$ cat src/rtl/idr_pkg.sv
package idr_pkg;

  localparam int INSN_W     = 16;
  localparam int CLS_W      = 2;
  localparam int CNT_W      = 4;
  localparam int WORD_BYTES = 4;
  localparam int TRAP_W     = 6;
  localparam int KIND_W     = 3;
  localparam int MAX_PAIRS  = ((1 << CNT_W) - 1 + WORD_BYTES - 1) / WORD_BYTES;
  localparam int STEP_W     = $clog2(2 * MAX_PAIRS) + 1;
  localparam int PAIR_W     = $clog2(MAX_PAIRS) + 1;

  typedef enum logic [CLS_W-1:0] {
    CLS_SIMPLE = 2'd0,
    CLS_UPD    = 2'd1,
    CLS_STR    = 2'd2,
    CLS_TRAP   = 2'd3
  } cls_e;

  typedef enum logic [KIND_W-1:0] {
    UK_PASS = 3'd0,
    UK_MEM  = 3'd1,
    UK_ADDU = 3'd2,
    UK_SLD  = 3'd3,
    UK_SST  = 3'd4
  } ukind_e;

  typedef struct packed {
    ukind_e              kind;
    logic [INSN_W-1:0]   data;
  } uop_t;

  // Number of load/store pairs a string instruction needs.
  function automatic logic [PAIR_W-1:0] str_pairs(input logic [INSN_W-1:0] ins);
    logic [PAIR_W-1:0] words;
    logic              part;
    words = PAIR_W'(ins[CNT_W-1:2]);
    part  = (ins[1:0] != 2'd0);
    return words + PAIR_W'(part);
  endfunction

  // Total micro-operations of a string instruction.
  function automatic logic [STEP_W-1:0] str_steps(input logic [INSN_W-1:0] ins);
    return STEP_W'({str_pairs(ins), 1'b0});
  endfunction

  // Micro-operation number 'step' of a string instruction.
  function automatic uop_t str_uop(input logic [INSN_W-1:0] ins,
                                   input logic [STEP_W-1:0] step);
    logic [3:0] pair;
    logic [3:0] rt;
    logic [1:0] size;
    uop_t       u;
    pair = 4'(step >> 1);
    rt   = ins[13:10] + pair;
    if (pair < {2'b00, ins[CNT_W-1:2]}) size = 2'd3;
    else                                size = ins[1:0] - 2'd1;
    u.kind = step[0] ? UK_SST : UK_SLD;
    u.data = {rt, ins[9:6], pair, 2'b00, size};
    return u;
  endfunction

  function automatic uop_t crack_mem(input logic [INSN_W-1:0] ins);
    uop_t u;
    u.kind = UK_MEM;
    u.data = {2'b00, ins[INSN_W-3:0]};
    return u;
  endfunction

  function automatic uop_t crack_upd(input logic [INSN_W-1:0] ins);
    uop_t u;
    u.kind = UK_ADDU;
    u.data = {6'b000000, ins[9:6], ins[5:0]};
    return u;
  endfunction

endpackage

$ cat src/rtl/idr_crack.sv
module idr_crack
  import idr_pkg::*;
(
  input  logic [INSN_W-1:0] new_instr,
  input  logic [INSN_W-1:0] held_instr,
  output uop_t              mem_uop,
  output uop_t              upd_uop
);
  // The access half comes from the incoming word, the base update from the held copy.
  assign mem_uop = crack_mem(new_instr);
  assign upd_uop = crack_upd(held_instr);
endmodule

$ cat src/rtl/idr_useq.sv
module idr_useq
  import idr_pkg::*;
(
  input  logic              clk,
  input  logic              rst_n,
  input  logic              seq_start,
  input  logic              seq_step,
  input  logic [INSN_W-1:0] held_instr,
  output uop_t              nxt_uop,
  output logic              nxt_last
);
  logic [STEP_W-1:0] step_q;
  logic [STEP_W-1:0] step_nx;

  assign step_nx  = step_q + STEP_W'(1);
  assign nxt_uop  = str_uop(held_instr, step_nx);
  assign nxt_last = (step_nx + STEP_W'(1)) == str_steps(held_instr);

  always_ff @(posedge clk or negedge rst_n) begin
    if (!rst_n)         step_q <= '0;
    else if (seq_start) step_q <= '0;
    else if (seq_step)  step_q <= step_nx;
  end

endmodule

$ cat src/rtl/idr_trap.sv
module idr_trap
  import idr_pkg::*;
(
  input  logic              clk,
  input  logic              rst_n,
  input  logic              trap_fire,
  input  logic [TRAP_W-1:0] trap_code,
  output logic              trap_valid,
  output logic [TRAP_W-1:0] trap_op
);
  always_ff @(posedge clk or negedge rst_n) begin
    if (!rst_n) begin
      trap_valid <= 1'b0;
      trap_op    <= '0;
    end else begin
      trap_valid <= trap_fire;
      if (trap_fire) trap_op <= trap_code;
    end
  end
endmodule

$ cat src/rtl/idr_router.sv
module idr_router
  import idr_pkg::*;
(
  input  logic              clk,
  input  logic              rst_n,
  input  logic              in_valid,
  output logic              in_ready,
  input  logic [15:0]       in_instr,
  output logic              out_valid,
  input  logic              out_ready,
  output logic [2:0]        out_kind,
  output logic [15:0]       out_data,
  output logic              trap_valid,
  output logic [5:0]        trap_op
);

  typedef enum logic [1:0] {ST_IDLE, ST_CRACK, ST_SEQ} state_e;

  state_e            state_q, state_d;
  uop_t              out_q, load_uop;
  logic              load_en;
  logic [INSN_W-1:0] hold_q;

  // Named internal events
  cls_e  in_cls;
  logic  in_fire, out_fire, out_adv;
  logic  seq_start, seq_step, trap_fire, str_empty;
  uop_t  mem_uop, upd_uop, seq_uop;
  logic  seq_last;

  assign in_cls    = cls_e'(in_instr[15:14]);
  assign out_adv   = !out_valid || out_ready;
  assign out_fire  = out_valid && out_ready;
  assign in_ready  = (state_q == ST_IDLE) && out_adv;
  assign in_fire   = in_valid && in_ready;
  assign str_empty = (str_pairs(in_instr) == '0);
  assign seq_start = in_fire && (in_cls == CLS_STR) && !str_empty;
  assign seq_step  = (state_q == ST_SEQ) && out_adv;
  assign trap_fire = in_fire && (in_cls == CLS_TRAP);

  idr_crack i_crack (
    .new_instr  (in_instr),
    .held_instr (hold_q),
    .mem_uop    (mem_uop),
    .upd_uop    (upd_uop)
  );

  idr_useq i_useq (
    .clk        (clk),
    .rst_n      (rst_n),
    .seq_start  (seq_start),
    .seq_step   (seq_step),
    .held_instr (hold_q),
    .nxt_uop    (seq_uop),
    .nxt_last   (seq_last)
  );

  idr_trap i_trap (
    .clk        (clk),
    .rst_n      (rst_n),
    .trap_fire  (trap_fire),
    .trap_code  (in_instr[13:8]),
    .trap_valid (trap_valid),
    .trap_op    (trap_op)
  );

  always_comb begin
    state_d  = state_q;
    load_en  = 1'b0;
    load_uop = out_q;
    unique case (state_q)
      ST_IDLE: begin
        if (in_fire) begin
          unique case (in_cls)
            CLS_SIMPLE: begin
              load_en       = 1'b1;
              load_uop.kind = UK_PASS;
              load_uop.data = in_instr;
            end
            CLS_UPD: begin
              load_en  = 1'b1;
              load_uop = mem_uop;
              state_d  = ST_CRACK;
            end
            CLS_STR: begin
              if (!str_empty) begin
                load_en  = 1'b1;
                load_uop = str_uop(in_instr, '0);
                state_d  = ST_SEQ;
              end
            end
            default: ;
          endcase
        end
      end
      ST_CRACK: begin
        if (out_adv) begin
          load_en  = 1'b1;
          load_uop = upd_uop;
          state_d  = ST_IDLE;
        end
      end
      ST_SEQ: begin
        if (out_adv) begin
          load_en  = 1'b1;
          load_uop = seq_uop;
          if (seq_last) state_d = ST_IDLE;
        end
      end
      default: state_d = ST_IDLE;
    endcase
  end

  always_ff @(posedge clk or negedge rst_n) begin
    if (!rst_n) begin
      state_q   <= ST_IDLE;
      out_valid <= 1'b0;
      out_q     <= '{kind: UK_PASS, data: '0};
      hold_q    <= '0;
    end else begin
      state_q <= state_d;
      if (in_fire) hold_q <= in_instr;
      if (load_en) begin
        out_valid <= 1'b1;
        out_q     <= load_uop;
      end else if (out_fire) begin
        out_valid <= 1'b0;
      end
    end
  end

  assign out_kind = out_q.kind;
  assign out_data = out_q.data;

  AST_PASS_NEXT: assert property (@(posedge clk) disable iff (!rst_n)
    in_fire && in_cls == CLS_SIMPLE |=> out_valid && out_kind == UK_PASS && out_data == $past(in_instr));
  AST_CLASS_ROUTE: assert property (@(posedge clk) disable iff (!rst_n)
    in_fire && in_cls == CLS_UPD |=> out_valid && out_kind == UK_MEM);
  AST_CRACK_PAIR: assert property (@(posedge clk) disable iff (!rst_n)
    out_fire && out_kind == UK_MEM |=> out_valid && out_kind == UK_ADDU);
  AST_STR_PAIR: assert property (@(posedge clk) disable iff (!rst_n)
    out_fire && out_kind == UK_SLD |=> out_valid && out_kind == UK_SST);
  AST_STR_ZERO: assert property (@(posedge clk) disable iff (!rst_n)
    in_fire && in_cls == CLS_STR && in_instr[3:0] == 4'd0 |=> !out_valid);
  AST_TRAP_NEXT: assert property (@(posedge clk) disable iff (!rst_n)
    in_fire && in_cls == CLS_TRAP |=> trap_valid && trap_op == $past(in_instr[13:8]));
  AST_TRAP_ONLY: assert property (@(posedge clk) disable iff (!rst_n)
    !(in_fire && in_cls == CLS_TRAP) |=> !trap_valid);
  AST_BUSY_BLOCK: assert property (@(posedge clk) disable iff (!rst_n)
    state_q != ST_IDLE |-> !in_ready);
  AST_HOLD_STALL: assert property (@(posedge clk) disable iff (!rst_n)
    out_valid && !out_ready |=> out_valid && $stable(out_kind) && $stable(out_data));
  AST_IDLE_OPEN: assert property (@(posedge clk) disable iff (!rst_n)
    state_q == ST_IDLE && !out_valid |-> in_ready);

endmodule

$ cat config.mk
export PLATFORM = sky130hd
export DESIGN_NAME = idr_router
export DESIGN_NICKNAME = d
export VERILOG_FILES = /design/src/rtl/idr_pkg.sv /design/src/rtl/idr_crack.sv /design/src/rtl/idr_useq.sv /design/src/rtl/idr_trap.sv /design/src/rtl/idr_router.sv
export SDC_FILE = /design/constraint.sdc
export NUM_CORES = 1
export LEC_CHECK = 0
export ABC_AREA = 1
export BUFFER_PORTS_ARGS = -buffer_cell sky130_fd_sc_hd__buf_2
export CORE_MARGIN = 2
export CORE_UTILIZATION = 60
export DETAILED_ROUTE_END_ITERATION = 10
export PLACE_DENSITY = 0.86
export REMOVE_ABC_BUFFERS = 1
export SLEW_MARGIN = 30
export SYNTH_ARGS = -nofsm -noshare
export SYNTH_HDL_FRONTEND = slang
export SYNTH_SLANG_ARGS = --single-unit
$ cat constraint.sdc
create_clock -name clk -period 5.35 [get_ports clk]
set_clock_uncertainty 0.15 [all_clocks]
set_input_delay 1.07 -clock clk [delete_from_list [all_inputs] [get_ports clk]]
set_output_delay 1.07 -clock clk [all_outputs]
set_load 0.05 [all_outputs]
=== Yosys cells after proc, flatten, opt, wreduce, memory -nomap -nowiden ===
Index checks and enable logic that the tools add are counted.

* $add $sub $neg: 7
* $lt $le $gt $ge: 2
* Equality and inequality tests: 13
* Multiplexer cells: 25
* Reduce and logical (&&, ||, !) cells: 22

{| class="wikitable"
|+ Operators by type and width
! operator !! count
|-
| case mux 19 bit (3 select lines) || 2
|-
| two-way mux 19 bit || 4
|-
| two-way mux 2 bit || 7
|-
| adder 4 x 1 -> 4 bit, second input constant || 2
|-
| two-way mux 4 bit || 2
|-
| nonzero test 2 bit || 4
|-
| logical AND 1 bit || 7
|-
| AND reduction 7 bit || 1
|-
| adder 2 x 1 -> 3 bit || 2
|-
| == test 2 bit, second input constant || 3
|-
| != test 2 bit, second input constant || 3
|-
| case mux 2 bit (3 select lines) || 1
|-
| AND reduction 6 bit || 1
|-
| two-way mux 1 bit || 5
|-
| adder 4 x 3 -> 4 bit || 1
|-
| == test 2 x 1 -> 1 bit, second input constant || 2
|-
| == test 4 bit || 1
|-
| logical NOT 2 bit || 2
|-
| != test 4 x 1 -> 1 bit, second input constant || 1
|-
| case mux 1 bit (2 select lines) || 2
|-
| case mux 2 bit (2 select lines) || 1
|-
| OR reduction 2 bit || 2
|-
| subtractor 2 x 1 -> 2 bit, second input constant || 2
|-
| logical NOT 3 bit || 1
|-
| 9 further kinds || 10
|}

* Register bits after elaboration: 47
* Output and inout port bits: 28
* Logic and storage cells: 77

=== Longest topological paths before layout ===
* Depth in word-level cells: 8
* Depth in mapped cells: 15
* Mapped depth without buffers: 15

=== Hierarchy ===
From an unflattened synthesis, not the netlist that was laid out.

* Cells, all modules: 489
* Area total of the unflattened synthesis: 3609.7 µm²

{| class="wikitable"
|+ By module, submodules not included
! module !! instances !! cells each !! area each (µm²)
|-
| idr_router || 1 || 344 || 2491.1
|-
| idr_useq || 1 || 79 || 579.3
|-
| idr_crack || 1 || 40 || 292.8
|-
| idr_trap || 1 || 26 || 246.5
|}

=== Worst setup path after synthesis ===
OpenSTA, ideal clock, no wires.

* Kind: input to output
* Start point: input out_ready
* End point: output in_ready
* Arrival time: 1.894 ns
* Data required time: 4.130 ns
* Slack: 2.236 ns
* Stages: 4
* Path buffers: 0
* Path through: inv_2 nand2_2 inv_1 nor2_1

* Cells in the longest elaborated chain, start to end: 2

{| class="wikitable"
|+ Ends and longest elaborated chain
! element !! line !! source
|-
| start, declared || idr_router.sv:10 || <nowiki>input logic out_ready,</nowiki>
|-
| logical OR 1 bit || idr_router.sv:32 || <nowiki>assign out_adv = !out_valid || out_ready;</nowiki>
|-
| logical AND 1 bit || idr_router.sv:34 || <nowiki>assign in_ready = (state_q == ST_IDLE) && out_adv;</nowiki>
|-
| end, declared || idr_router.sv:7 || <nowiki>output logic in_ready,</nowiki>
|}

No other way between the ends.

=== Worst setup path after layout ===
* Start point: input in_instr[0]
* End point: register out_q (netlist bit out_kind[2])

* Cells in the longest elaborated chain, start to end: 8
* Elaborated cells between the ends (all ways): 9

{| class="wikitable"
|+ Ends and longest elaborated chain
! element !! line !! source
|-
| start, declared || idr_router.sv:8 || <nowiki>input logic [15:0] in_instr,</nowiki>
|-
| nonzero test 2 bit * || idr_pkg.sv:38 || <nowiki>part = (ins[1:0] != 2'd0);</nowiki>
|-
| adder 2 x 1 -> 3 bit * || idr_pkg.sv:39 || <nowiki>return words + PAIR_W'(part);</nowiki>
|-
| logical NOT 3 bit * || idr_router.sv:36 || <nowiki>assign str_empty = (str_pairs(in_instr) == '0);</nowiki>
|-
| two-way mux 1 bit || idr_router.sv:86 || <nowiki>if (!str_empty) begin</nowiki>
|-
| case mux 1 bit (2 select lines) || idr_router.sv:74 || <nowiki>unique case (in_cls)</nowiki>
|-
| two-way mux 1 bit || idr_router.sv:73 || <nowiki>if (in_fire) begin</nowiki>
|-
| case mux 1 bit (2 select lines) || idr_router.sv:71 || <nowiki>unique case (state_q)</nowiki>
|-
| AND reduction 7 bit (no source line) * || -- ||
|-
| end signal, assigned || idr_router.sv:118 || <nowiki>out_q <= '{kind: UK_PASS, data: '0};</nowiki>
|-
| end signal, assigned || idr_router.sv:125 || <nowiki>out_q <= load_uop;</nowiki>
|-
| end, declared || idr_router.sv:20 || <nowiki>uop_t out_q, load_uop;</nowiki>
|}

Every way passes the cells marked *; elsewhere a longest branch is shown, timed or not.
A chain may end at the register's enable or synchronous reset.

==> summary by stage <==
Run status
The flow ran to the end, and the final reports show no timing, DRC or antenna violations.

Synth
After synthesis, the netlist uses 33 different library cells. After technology mapping, the gate count stands at 354. The post-synthesis share of cell area spent on and, or, nand and nor gates is 24.3%. The cell area after synthesis is 2890 um2. The portion of netlist area occupied by mux cells is 0%. The total of warnings raised by yosys is 0. The share of the yosys chip area belonging to registers is 40.7%. The average footprint of a synthesized cell is 8.16 um2. The post-synthesis xor/xnor area fraction is 0.606%. By area, the combinational part of the netlist is dominated by simple AND/OR/NAND/NOR gates. The area share of fa/ha/maj cells after synthesis is 10.2%.

The synthesized design contains 47 register bits. The synthesized netlist devotes 15.7% of its cell area to compound gates.

Global route
The initial antenna violation count is 0. Entering global routing, the biggest net connects 48 pins. The global-route wire length before repair is 11.2 mm. The via count of the first global-routing pass is 2475. Global routing used 26.9% of the available tracks across all layers. Global routing finished with a remaining overflow of 0.

Drt
The violation count after the first detailed-routing iteration is 274. The detail route stage leaves a number of antenna-violating nets equal to 0. The post-detailed-route via-to-cell ratio is 5.77. The first-pass detailed-route iteration total is 6. In the final routed layout, each cell accounts on average for 14.9 um. The via count is 2631. The residual DRC count is 0. For this block, the routed nets add up to 6.81 mm of wire.

Critical path
The worst setup path is captured at a register. The startpoint-to-endpoint class of the critical path is input pin to register. The critical path required time is 5390 ps. Of all nets on the critical path, the largest fanout is 32.

The nature of the critical path startpoint is an input pin. The data arrival time of the critical path is 3100 ps.

STA
The max-slew violation count is 0. The achievable clock frequency is 326 MHz. Summed over all failing endpoints, the final setup total negative slack is 0 ps.

The final setup slack of the worst path is 2290 ps. Setup repair after global routing left no endpoint under its margin. Setup violations remaining at the end of the flow were counted as 0. Measured against its own limit, the worst slew margin works out to 55.6%. The slew at the pin closest to its max-slew limit is 663 ps. The final-report hold violation count is 0. The minimum clock period is 3060 ps.

The share of the clock period used by the worst path after layout is 57.3%.

Final layout
The final layout contains 444 nets. The library cell used most frequently in the layout, excluding fill and tap cells, is sky130_fd_sc_hd__nand2_1. Relative to the synthesized area, the layout overhead comes to 11.8%. Of the cells placed in the final design, the portion with a size suffix greater than 1 is 22.1%. The top cell types in the final layout, fill and taps aside, are sky130_fd_sc_hd__nand2_1, sky130_fd_sc_hd__inv_1, sky130_fd_sc_hd__dfrtp_1, sky130_fd_sc_hd__buf_2, sky130_fd_sc_hd__o21ai_0.

The number of antenna diodes in the final layout is 0. The number of inserted filler cells in the final layout is 377.

Pwr
The power after layout is 2060 uW. The power density over the cells is 636 nW/um2. For this design the static power due to leakage is 0.00173 uW.

The worst-case IR drop observed on VDD is 0.262 mV.

Die
The die is 73.4 um tall. The total area inside the core boundary comes to 4690 um2. The die covers 5390 um2. The die is 73.4 um wide.

The starting density of the core is 61.6%. After floorplanning, the core was divided into 25 placement rows. In this run the count of I/O pins placed on the die edge is 48.

Clock network
The clock latency at the later pin of the worst-skew pair is 310 ps. The tree built by TritonCTS fans out to 47 sinks. The clock buffer count from CTS is 5. The tree is rooted in a sky130_fd_sc_hd__clkbuf_8. CTS built an H-tree with a depth of 2.

The number of buffers inserted to repair setup after CTS is 0. The clock tree from TritonCTS is built. In this run, post-CTS hold repair placed 0 buffers. The clock-pin slew reported for the worst setup and hold paths after clock tree synthesis is 90 ps. The clock passes through at most 2 buffers.

Post-CTS repair changed the size of 0 cells.

Min path
The worst hold path belongs to the class register to register.

Placed design
The wire-length estimate of the detail-placed layout is 4.95 mm. During placement, the flow inserted port buffers numbering 47. The worst slack at placement is 2020 ps. The global placement routability congestion is 0.944.

Run
The number of maximum-capacitance constraint violations is 0.
cell type report:
class,count,area (um2),share of cell area [%]
Multi-Input combinational cell,249,1470,45.5
Timing Repair Buffer,47,238,7.36
Clock buffer,5,68.8,2.13
Clock inverter,3,20.0,0.620
Sequential cell,47,1180,36.4
Inverter,51,191,5.93
Tap cell,54,67.6,2.09
final timing paths:
check | depth (start not counted) | slack (ps) | end | startpoint
min | 2 | 330 | out_data[0] | out_data[0]
min reg2reg | 2 | 330 | out_data[0] | out_data[0]
max | 15 | 2290 | out_kind[2] | in_instr[0]
max reg2reg | 10 | 2640 | out_data[14] | i_useq.step_q[0]
max in group asynchronous | 1 | 4040 | i_useq.step_q[3] | rst_n
min in group asynchronous | 1 | 610 | out_kind[2] | rst_n
flip-flops by register name, summed over array words and instances (netlist names):
register and count:
out_valid 1, out_kind 3, i_trap.trap_op 6, out_data 16, i_trap.trap_valid 1, i_useq.step_q 4, hold_q 14, state_q 2
cells in the mapped netlist (all sizes together):
| cell type | instances | area share [%] |
|---|---|---|
| xor2 | 1 | 0.30 |
| dfrtp | 47 | 41 |
| clkbuf | 3 | 0.39 |
| inv | 49 | 6.4 |
| clkinv | 2 | 0.26 |
| nand4 | 3 | 0.65 |
| a32oi | 2 | 0.61 |
| o31ai | 1 | 0.26 |
| nor2 | 12 | 1.8 |
| a22oi | 2 | 0.52 |
| nand2 | 102 | 14 |
| nand3 | 24 | 5.2 |
| a221oi | 4 | 1.2 |
| a21oi | 14 | 2.6 |
| xnor2 | 1 | 0.30 |
| fa | 1 | 0.69 |
| o21ai | 40 | 8.6 |
| nor3 | 10 | 1.7 |
| o22ai | 6 | 1.3 |
| nor4 | 1 | 0.43 |
| or2 | 1 | 0.22 |
| buf | 4 | 1.4 |
| a22o | 2 | 0.61 |
| ha | 22 | 9.5 |
cell families (layout without fill, tap and decap cells):
family                     after synthesis  count (layout)
xor gates and xnor gates                 2               2
and+or+nand+nor                        153             153
adders and majority gates               23              23
DFF                                     47              47
buffers and inverters                   58             106
AOI/OAI and AO/OA                       71              71
through the flow:
stage	cells	utilization (%)	area [um2]	hold WS, ps
6_report	456	68.9	3230	332
5_1_grt	456	68.9	3230	364
4_1_cts	456	68.9	3230	337
3_5_place_dp	448	67.0	3140	314
3_3_place_gp	448	66.9	3140	310
2_1_floorplan	347	-	2840	303
worst max-delay path, stage by stage:
cell,delay (ps)
sky130_fd_sc_hd__buf_2,120
sky130_fd_sc_hd__inv_1,70
sky130_fd_sc_hd__ha_1,150
sky130_fd_sc_hd__inv_1,40
sky130_fd_sc_hd__ha_1,170
sky130_fd_sc_hd__ha_1,270
sky130_fd_sc_hd__nor2_1,60
sky130_fd_sc_hd__nand2_1,90
sky130_fd_sc_hd__nand2_1,60
sky130_fd_sc_hd__a21oi_1,120
sky130_fd_sc_hd__nand2_1,100
sky130_fd_sc_hd__nand2_1,110
sky130_fd_sc_hd__nand3_4,380
sky130_fd_sc_hd__nand2_1,210
sky130_fd_sc_hd__o21ai_2,70
report_power, final:
| part | total (uW) | switching [uW] | leakage [uW] | internal (uW) |
|---|---|---|---|---|
| Sequential | 616 | 112 | 0.000600 | 504 |
| Clock | 215 | 124 | 0.0000402 | 91.0 |
| Combinational | 1230 | 878 | 0.00109 | 347 |
routing by layer:
metal / track usage [%] / up-vias / share of wire (%) / wire, um
met4: 9.90 / 0 / 2.3 / 158
met5: 0 / - / 0 / 0
met3: 5.08 / 17 / 7.2 / 490
met2: 43.6 / 124 / 49 / 3330
li1: - / 1254 / - / -
met1: 35.9 / 1236 / 42 / 2830
Note: power is estimated with default switching activity, not from simulation.
